`src/rtl/twi_addr_pkg.sv`:
```
package twi_addr_pkg;

  typedef enum logic [2:0] {
    PH_IDLE,
    PH_SHIFT,
    PH_ACK,
    PH_HOLD,
    PH_IGNORE
  } phase_t;

  typedef struct packed {
    logic hit;
    logic mem;
    logic csr;
    logic pot;
  } tgt_t;

  // Match device code, decode selector, apply write-enable gate.
  function automatic tgt_t decode_addr(input logic [7:0] abyte,
                                       input logic [3:0] dev,
                                       input logic [2:0] c_mem,
                                       input logic [2:0] c_csr,
                                       input logic [2:0] c_pot,
                                       input logic       wel);
    tgt_t       t;
    logic [2:0] s;
    logic       wr;
    t  = '0;
    s  = abyte[3:1];
    wr = ~abyte[0];
    if (abyte[7:4] == dev) begin
      t.mem = (s == c_mem);
      t.csr = (s == c_csr);
      t.pot = (s == c_pot);
      if (wr && !wel) begin
        t.mem = 1'b0;
        t.pot = 1'b0;
      end
      t.hit = t.mem | t.csr | t.pot;
    end
    return t;
  endfunction

endpackage

```
`src/rtl/twi_sync_line.sv`:
```
module twi_sync_line #(
  parameter int   STAGES  = 2,
  parameter logic RST_VAL = 1'b1
) (
  input  logic clk,
  input  logic rst_n,
  input  logic d,
  output logic q
);
  logic [STAGES-1:0] ff;

  for (genvar i = 0; i < STAGES; i++) begin : g_stage
    if (i == 0) begin : g_first
      always_ff @(posedge clk or negedge rst_n)
        if (!rst_n) ff[0] <= RST_VAL;
        else        ff[0] <= d;
    end else begin : g_next
      always_ff @(posedge clk or negedge rst_n)
        if (!rst_n) ff[i] <= RST_VAL;
        else        ff[i] <= ff[i-1];
    end
  end

  assign q = ff[STAGES-1];
endmodule

```
`src/rtl/twi_bus_events.sv`:
```
module twi_bus_events (
  input  logic clk,
  input  logic rst_n,
  input  logic scl_s,
  input  logic sda_s,
  output logic start_o,
  output logic stop_o,
  output logic scl_rise_o,
  output logic scl_fall_o
);
  logic scl_q, sda_q;

  always_ff @(posedge clk or negedge rst_n)
    if (!rst_n) begin
      scl_q <= 1'b1;
      sda_q <= 1'b1;
    end else begin
      scl_q <= scl_s;
      sda_q <= sda_s;
    end

  assign start_o    = scl_s & scl_q & sda_q & ~sda_s;
  assign stop_o     = scl_s & scl_q & ~sda_q & sda_s;
  assign scl_rise_o = scl_s & ~scl_q;
  assign scl_fall_o = ~scl_s & scl_q;
endmodule

```
`src/rtl/twi_addr_fsm.sv`:
```
module twi_addr_fsm
  import twi_addr_pkg::*;
#(
  parameter logic [3:0] DEV_CODE = 4'b1010,
  parameter logic [2:0] SEL_MEM  = 3'b000,
  parameter logic [2:0] SEL_CSR  = 3'b010,
  parameter logic [2:0] SEL_POT  = 3'b111
) (
  input  logic clk,
  input  logic rst_n,
  input  logic start_i,
  input  logic stop_i,
  input  logic scl_rise_i,
  input  logic scl_fall_i,
  input  logic sda_s,
  input  logic wr_en_i,
  output logic sda_oe_o,
  output logic sel_mem_o,
  output logic sel_csr_o,
  output logic sel_pot_o,
  output logic rw_o,
  output logic accept_o
);
  localparam int ABITS = 8;
  localparam int CW    = $clog2(ABITS + 1);
  localparam logic [CW-1:0] LAST = CW'(ABITS);

  phase_t          phase;
  logic [CW-1:0]   cnt;
  logic [ABITS-1:0] shreg;
  tgt_t            dec;

  assign dec = decode_addr(shreg, DEV_CODE, SEL_MEM, SEL_CSR, SEL_POT, wr_en_i);

  always_ff @(posedge clk or negedge rst_n)
    if (!rst_n) begin
      phase     <= PH_IDLE;
      cnt       <= '0;
      shreg     <= '0;
      sda_oe_o  <= 1'b0;
      sel_mem_o <= 1'b0;
      sel_csr_o <= 1'b0;
      sel_pot_o <= 1'b0;
      rw_o      <= 1'b0;
      accept_o  <= 1'b0;
    end else begin
      accept_o <= 1'b0;
      if (start_i || stop_i) begin
        phase     <= start_i ? PH_SHIFT : PH_IDLE;
        cnt       <= '0;
        sda_oe_o  <= 1'b0;
        sel_mem_o <= 1'b0;
        sel_csr_o <= 1'b0;
        sel_pot_o <= 1'b0;
        rw_o      <= 1'b0;
      end else begin
        case (phase)
          PH_SHIFT: begin
            if (scl_rise_i && cnt != LAST) begin
              shreg <= {shreg[ABITS-2:0], sda_s};
              cnt   <= cnt + 1'b1;
            end else if (scl_fall_i && cnt == LAST) begin
              if (dec.hit) begin
                phase     <= PH_ACK;
                sda_oe_o  <= 1'b1;
                sel_mem_o <= dec.mem;
                sel_csr_o <= dec.csr;
                sel_pot_o <= dec.pot;
                rw_o      <= shreg[0];
                accept_o  <= 1'b1;
              end else begin
                phase <= PH_IGNORE;
              end
            end
          end
          PH_ACK: begin
            if (scl_fall_i) begin
              sda_oe_o <= 1'b0;
              phase    <= PH_HOLD;
            end
          end
          default: ;
        endcase
      end
    end
endmodule

```
`src/rtl/twi_addr_decoder.sv`:
```
module twi_addr_decoder #(
  parameter int         SYNC_STAGES = 2,
  parameter logic [3:0] DEV_CODE    = 4'b1010,
  parameter logic [2:0] SEL_MEM     = 3'b000,
  parameter logic [2:0] SEL_CSR     = 3'b010,
  parameter logic [2:0] SEL_POT     = 3'b111
) (
  input  logic clk,
  input  logic rst_n,
  input  logic scl_i,
  input  logic sda_i,
  input  logic wr_en_i,
  output logic sda_oe_o,
  output logic sel_mem_o,
  output logic sel_csr_o,
  output logic sel_pot_o,
  output logic rw_o,
  output logic accept_o
);
  localparam int NLINES = 2;

  logic [NLINES-1:0] raw, syn;
  logic start_w, stop_w, scl_rise_w, scl_fall_w;

  assign raw = {scl_i, sda_i};

  for (genvar k = 0; k < NLINES; k++) begin : g_line
    twi_sync_line #(.STAGES(SYNC_STAGES), .RST_VAL(1'b1)) u_sync (
      .clk(clk), .rst_n(rst_n), .d(raw[k]), .q(syn[k])
    );
  end

  twi_bus_events u_events (
    .clk(clk), .rst_n(rst_n),
    .scl_s(syn[1]), .sda_s(syn[0]),
    .start_o(start_w), .stop_o(stop_w),
    .scl_rise_o(scl_rise_w), .scl_fall_o(scl_fall_w)
  );

  twi_addr_fsm #(
    .DEV_CODE(DEV_CODE), .SEL_MEM(SEL_MEM), .SEL_CSR(SEL_CSR), .SEL_POT(SEL_POT)
  ) u_fsm (
    .clk(clk), .rst_n(rst_n),
    .start_i(start_w), .stop_i(stop_w),
    .scl_rise_i(scl_rise_w), .scl_fall_i(scl_fall_w),
    .sda_s(syn[0]), .wr_en_i(wr_en_i),
    .sda_oe_o(sda_oe_o), .sel_mem_o(sel_mem_o), .sel_csr_o(sel_csr_o),
    .sel_pot_o(sel_pot_o), .rw_o(rw_o), .accept_o(accept_o)
  );
endmodule

```
`config.mk`:
```
export PLATFORM = sky130hd
export DESIGN_NAME = twi_addr_decoder
export DESIGN_NICKNAME = d
export VERILOG_FILES = /design/src/rtl/twi_addr_pkg.sv /design/src/rtl/twi_sync_line.sv /design/src/rtl/twi_bus_events.sv /design/src/rtl/twi_addr_fsm.sv /design/src/rtl/twi_addr_decoder.sv
export SDC_FILE = /design/constraint.sdc
export NUM_CORES = 1
export LEC_CHECK = 0
export BUFFER_PORTS_ARGS = -buffer_cell sky130_fd_sc_hd__buf_2
export CORE_MARGIN = 1
export CORE_UTILIZATION = 45
export DETAILED_ROUTE_END_ITERATION = 8
export GPL_ROUTABILITY_DRIVEN = 0
export GPL_TIMING_DRIVEN = 1
export MAX_ROUTING_LAYER = met4
export PLACE_DENSITY = 0.66
export SETUP_SLACK_MARGIN = 0.15
export SLEW_MARGIN = 10
export SYNTH_ARGS = -nofsm -noshare
export SYNTH_HDL_FRONTEND = slang
export SYNTH_SLANG_ARGS = --single-unit
export TNS_END_PERCENT = 100
```
`constraint.sdc`:
```
create_clock -name clk -period 1.7 [get_ports clk]
set_input_delay 0.17 -clock clk [delete_from_list [all_inputs] [get_ports clk]]
set_output_delay 0.17 -clock clk [all_outputs]
set_load 0.02 [all_outputs]
```
==> flow_metrics.py <==
metrics = {
    "layout": {
        "finalNetCount": 130,
        "area_delta_synth_final_pct": 26.9,
        "layout_commonest_cell": "dfrtp_1",
        "final_cell_mix": "dfrtp_1, nand2_1, buf_4",
        "drive_gt1_frac": 0.451,
        "final_cells": 150,
        "fillers": 178,
        "final_area_mm2": 0.00146,
        "diodes": 0,
        "final_util": 0.631,
    },
    "route": {
        "first_pass_iters": 4,
        "ant_nets": 0,
        "drc": 0,
        "drtIter0Drc": 7,
        "vias": 818,
        "vias_per_cell": 5.45,
        "wl_per_cell_um": 14.1,
        "wl_mm": 2.12,
    },
    "status": {
        "status": "finished, final reports clean",
    },
    "timing": {
        "finalCritPeriodShare": 0.961,
        "final_hold_viol_count": 0,
        "rsz0062_at_grt": "true",
        "finalSetupViolations": 0,
        "clock_skew_ns": 0.0123,
        "whs_ns": 0.249,
        "fin_tns_setup_ns": 0,
        "layout_setup_ws_ns": 0.0664,
        "maxSlewHeadroom": 0.605,
        "layout_min_cycle_time_ns": 1.63,
        "tightest_slew_ns": 0.592,
        "slew_viol_final": 0,
        "clock.fmax_ghz": 0.612,
    },
    "die": {
        "dieWidth_um": 52.6,
        "rows": 17,
        "core_area_mm2": 0.00232,
        "pin_count": 11,
        "start_util": 0.497,
        "die_h_um": 52.6,
        "die-area_mm2": 0.00277,
    },
    "clock_tree": {
        "ctsHtreeMaxLevel": 1,
        "cts_tree": "yes",
        "path_clk_slew_ns": 0.15,
        "root_buffer": "clkbuf_4",
        "clockBufferDepth": 2,
        "clk_latency_ns": 0.33,
        "cts_buffers": 3,
        "clock-sinks": 27,
    },
    "power_and_ir_drop": {
        "p_total_mw": 1.68,
        "leakagePower_nw": 0.725,
        "switching_share": 0.301,
        "power_switching_uw": 506,
        "cellInternalPower_mw": 1.18,
        "power.density_mw_per_mm2": 1150,
        "seqPwrFrac": 0.503,
        "p_clk_frac": 0.168,
        "peakVddDrop_v": 0.000687,
        "pwr-share-comb": 0.329,
    },
    "critical_path": {
        "r2r-start": "u_fsm.shreg[6]$_DFFE_PN0P_",
        "crit_chain": "or4bb_4 > or3_4 > mux2i_1",
        "worstPathBufferInverterCount": 0,
        "slowest_stage": "or4bb_4",
        "r2r_end": "u_fsm.sel_csr_o$_DFFE_PN0P_",
        "cp.arrival_ns": 1.86,
        "reg2reg_setup_slack_ns": 0.07,
        "crit_type": "flop to flop",
        "critPathLaunchType": "flop",
        "critPathRequiredTime_ns": 1.92,
        "worstSetupEndpointType": "flop",
        "crit_path_max_incr_delay_ns": 0.56,
        "cpLargestDelayFamily": "simple AND/OR/NAND/NOR gates",
        "r2r_cells": 3,
        "worstPathMaxFanout": 4,
    },
    "min_path": {
        "min-delay-start": "wr_en_i",
        "whs_path_depth": 3,
        "worstHoldPathType": "input port to flop",
        "worstHoldEndpoint": "u_fsm.sel_pot_o$_DFFE_PN0P_",
    },
    "synthesis": {
        "yosysWarningCount": 0,
        "synth_cell_types": 32,
        "yosys_register_bits": 27,
        "syn-num-nets": 100,
        "syn_area_mm2": 0.00115,
        "muxShareOfSynthArea": 0.103,
        "yosysSeqAreaShare": 0.593,
        "synth-xor-area-share": 0.0152,
        "synth_top_family_by_area": "simple AND/OR/NAND/NOR gates",
        "synth.avg_cell_area_um2": 12.4,
        "synth-compound-area-share": 0.0760,
        "synth_simple_gate_area_share": 0.159,
        "syn_inst": 93,
        "synth_fa_ha_area_frac": 0.0217,
    },
    "grt": {
        "grt-ovfl-total": 0,
        "grt_pass1_wl_mm": 3.37,
        "grtUsageTotal": 0.179,
        "first_global_vias": 747,
        "antenna_found_initial": 0,
        "grt_max_degree": 28,
    },
    "placement": {
        "placed_area_mm2": 0.00130,
        "portBuffers": 10,
        "post-place-ws_ns": 0.0411,
        "dpl.hpwl_mm": 1.39,
        "dpl.cell_count": 136,
    },
    "job": {
        "cap_violations": 0,
    },
}
## worst max-delay path by stage
| stage | startpoint | end | slack (ns) | cells past startpoint |
|---|---|---|---|---|
| 4_1_cts | u_fsm.cnt[0]$_DFFE_PN0P_ | u_fsm.cnt[3]$_DFFE_PN0P_ | 0.06 | 6 |
| 2_1_floorplan | u_fsm.shreg[3]$_DFFE_PN0P_ | u_fsm.sel_pot_o$_DFFE_PN0P_ | 0.03 | 5 |
| 5_1_grt | u_fsm.cnt[1]$_DFFE_PN0P_ | u_fsm.cnt[3]$_DFFE_PN0P_ | 0.01 | 6 |
| 6_report | u_fsm.shreg[6]$_DFFE_PN0P_ | u_fsm.sel_csr_o$_DFFE_PN0P_ | 0.07 | 3 |
| 3_3_place_gp | u_fsm.shreg[4]$_DFFE_PN0P_ | u_fsm.sel_pot_o$_DFFE_PN0P_ | 0.05 | 3 |
| 3_5_place_dp | u_fsm.cnt[1]$_DFFE_PN0P_ | u_fsm.cnt[3]$_DFFE_PN0P_ | 0.04 | 6 |
## cells by family (layout without fill, tap and decap cells)
family | after synthesis | in the layout
buffers and inverters | 8 | 37
adder cells (fa/ha/maj) | 2 | 2
AND/OR/NAND/NOR | 32 | 32
flip-flops | 27 | 27
multiplexers | 11 | 11
XOR/XNOR | 2 | 2
AO/OA/AOI/OAI | 11 | 11
## final cells by class
type	instances	area (um2)	share of cell area
Tap cell	28	35.0	0.0240
Clock inverter	1	5.00	0.00342
Timing Repair Buffer	28	204	0.139
Inverter	5	18.8	0.0128
Clock buffer	3	22.5	0.0154
Multi-Input combinational cell	58	494	0.338
Sequential cell	27	683	0.467
## per-layer routing
metal	wire, um	vias up	global-route usage
li1	-	385	-
met1	941	419	0.214
met2	1100	12	0.285
met3	57	2	0.0261
met4	17	0	0.105
met5	0	-	-
## power by group through the flow
stage / Clock (mW) / Sequential, mW / Combinational (mW)
2_1_floorplan: 0 / 0.865 / 0.274
6_report: 0.282 / 0.847 / 0.553
3_5_place_dp: 0 / 0.863 / 0.424
4_1_cts: 0.292 / 0.842 / 0.497
5_1_grt: 0.317 / 0.862 / 0.610
3_3_place_gp: 0 / 0.857 / 0.412
## tightest hold or removal path, cell delays in order
cell	delay, ns
buf_2	0.10
o2111ai_2	0.15
mux2i_1	0.13
## flip-flops by register name (all words and copies together) (netlist names), 2 cells and up
register / flops
g_line.u_sync.ff: 2
g_line.u_sync.q: 2
u_fsm.cnt: 4
u_fsm.phase: 3
u_fsm.shreg: 8
## synth_stat cells
master | instances | share of area
o2111ai_1 | 1 | 0.0076
or3b_1 | 1 | 0.0076
nand3_1 | 4 | 0.017
xor2_1 | 1 | 0.0076
xnor2_1 | 1 | 0.0076
or4b_1 | 1 | 0.0087
o311a_2 | 1 | 0.0098
inv_1 | 5 | 0.016
nor3b_1 | 1 | 0.0065
nand4b_2 | 1 | 0.013
dfstp_2 | 6 | 0.14
nor2_1 | 4 | 0.013
ha_1 | 2 | 0.022
clkbuf_1 | 2 | 0.0065
nor2b_1 | 1 | 0.0054
a41oi_1 | 1 | 0.0076
o211ai_1 | 2 | 0.013
or3_4 | 1 | 0.0098
dfrtp_1 | 21 | 0.46
and3b_1 | 1 | 0.0076
o31ai_1 | 1 | 0.0065
and2_1 | 1 | 0.0054
nand2_1 | 13 | 0.042
mux2_2 | 7 | 0.068
buf_6 | 1 | 0.0098
or4bb_1 | 1 | 0.0098
o221a_2 | 1 | 0.0098
o21ai_0 | 3 | 0.013
mux2i_1 | 4 | 0.035
or4_2 | 1 | 0.0076
a222oi_1 | 1 | 0.0087
nor3_1 | 1 | 0.0043
## repair_timing
action / CTS / global route
endpoints found under the setup margin: 14 / 17
buffers inserted: 2 / 4
hold buffers: 3 / 0
resized for setup: 5 / 8
pin swaps: 2 / 2
cloned: 0 / 1
hold endpoints to repair: 23 / 0
Power figures use the tool's default switching activity.
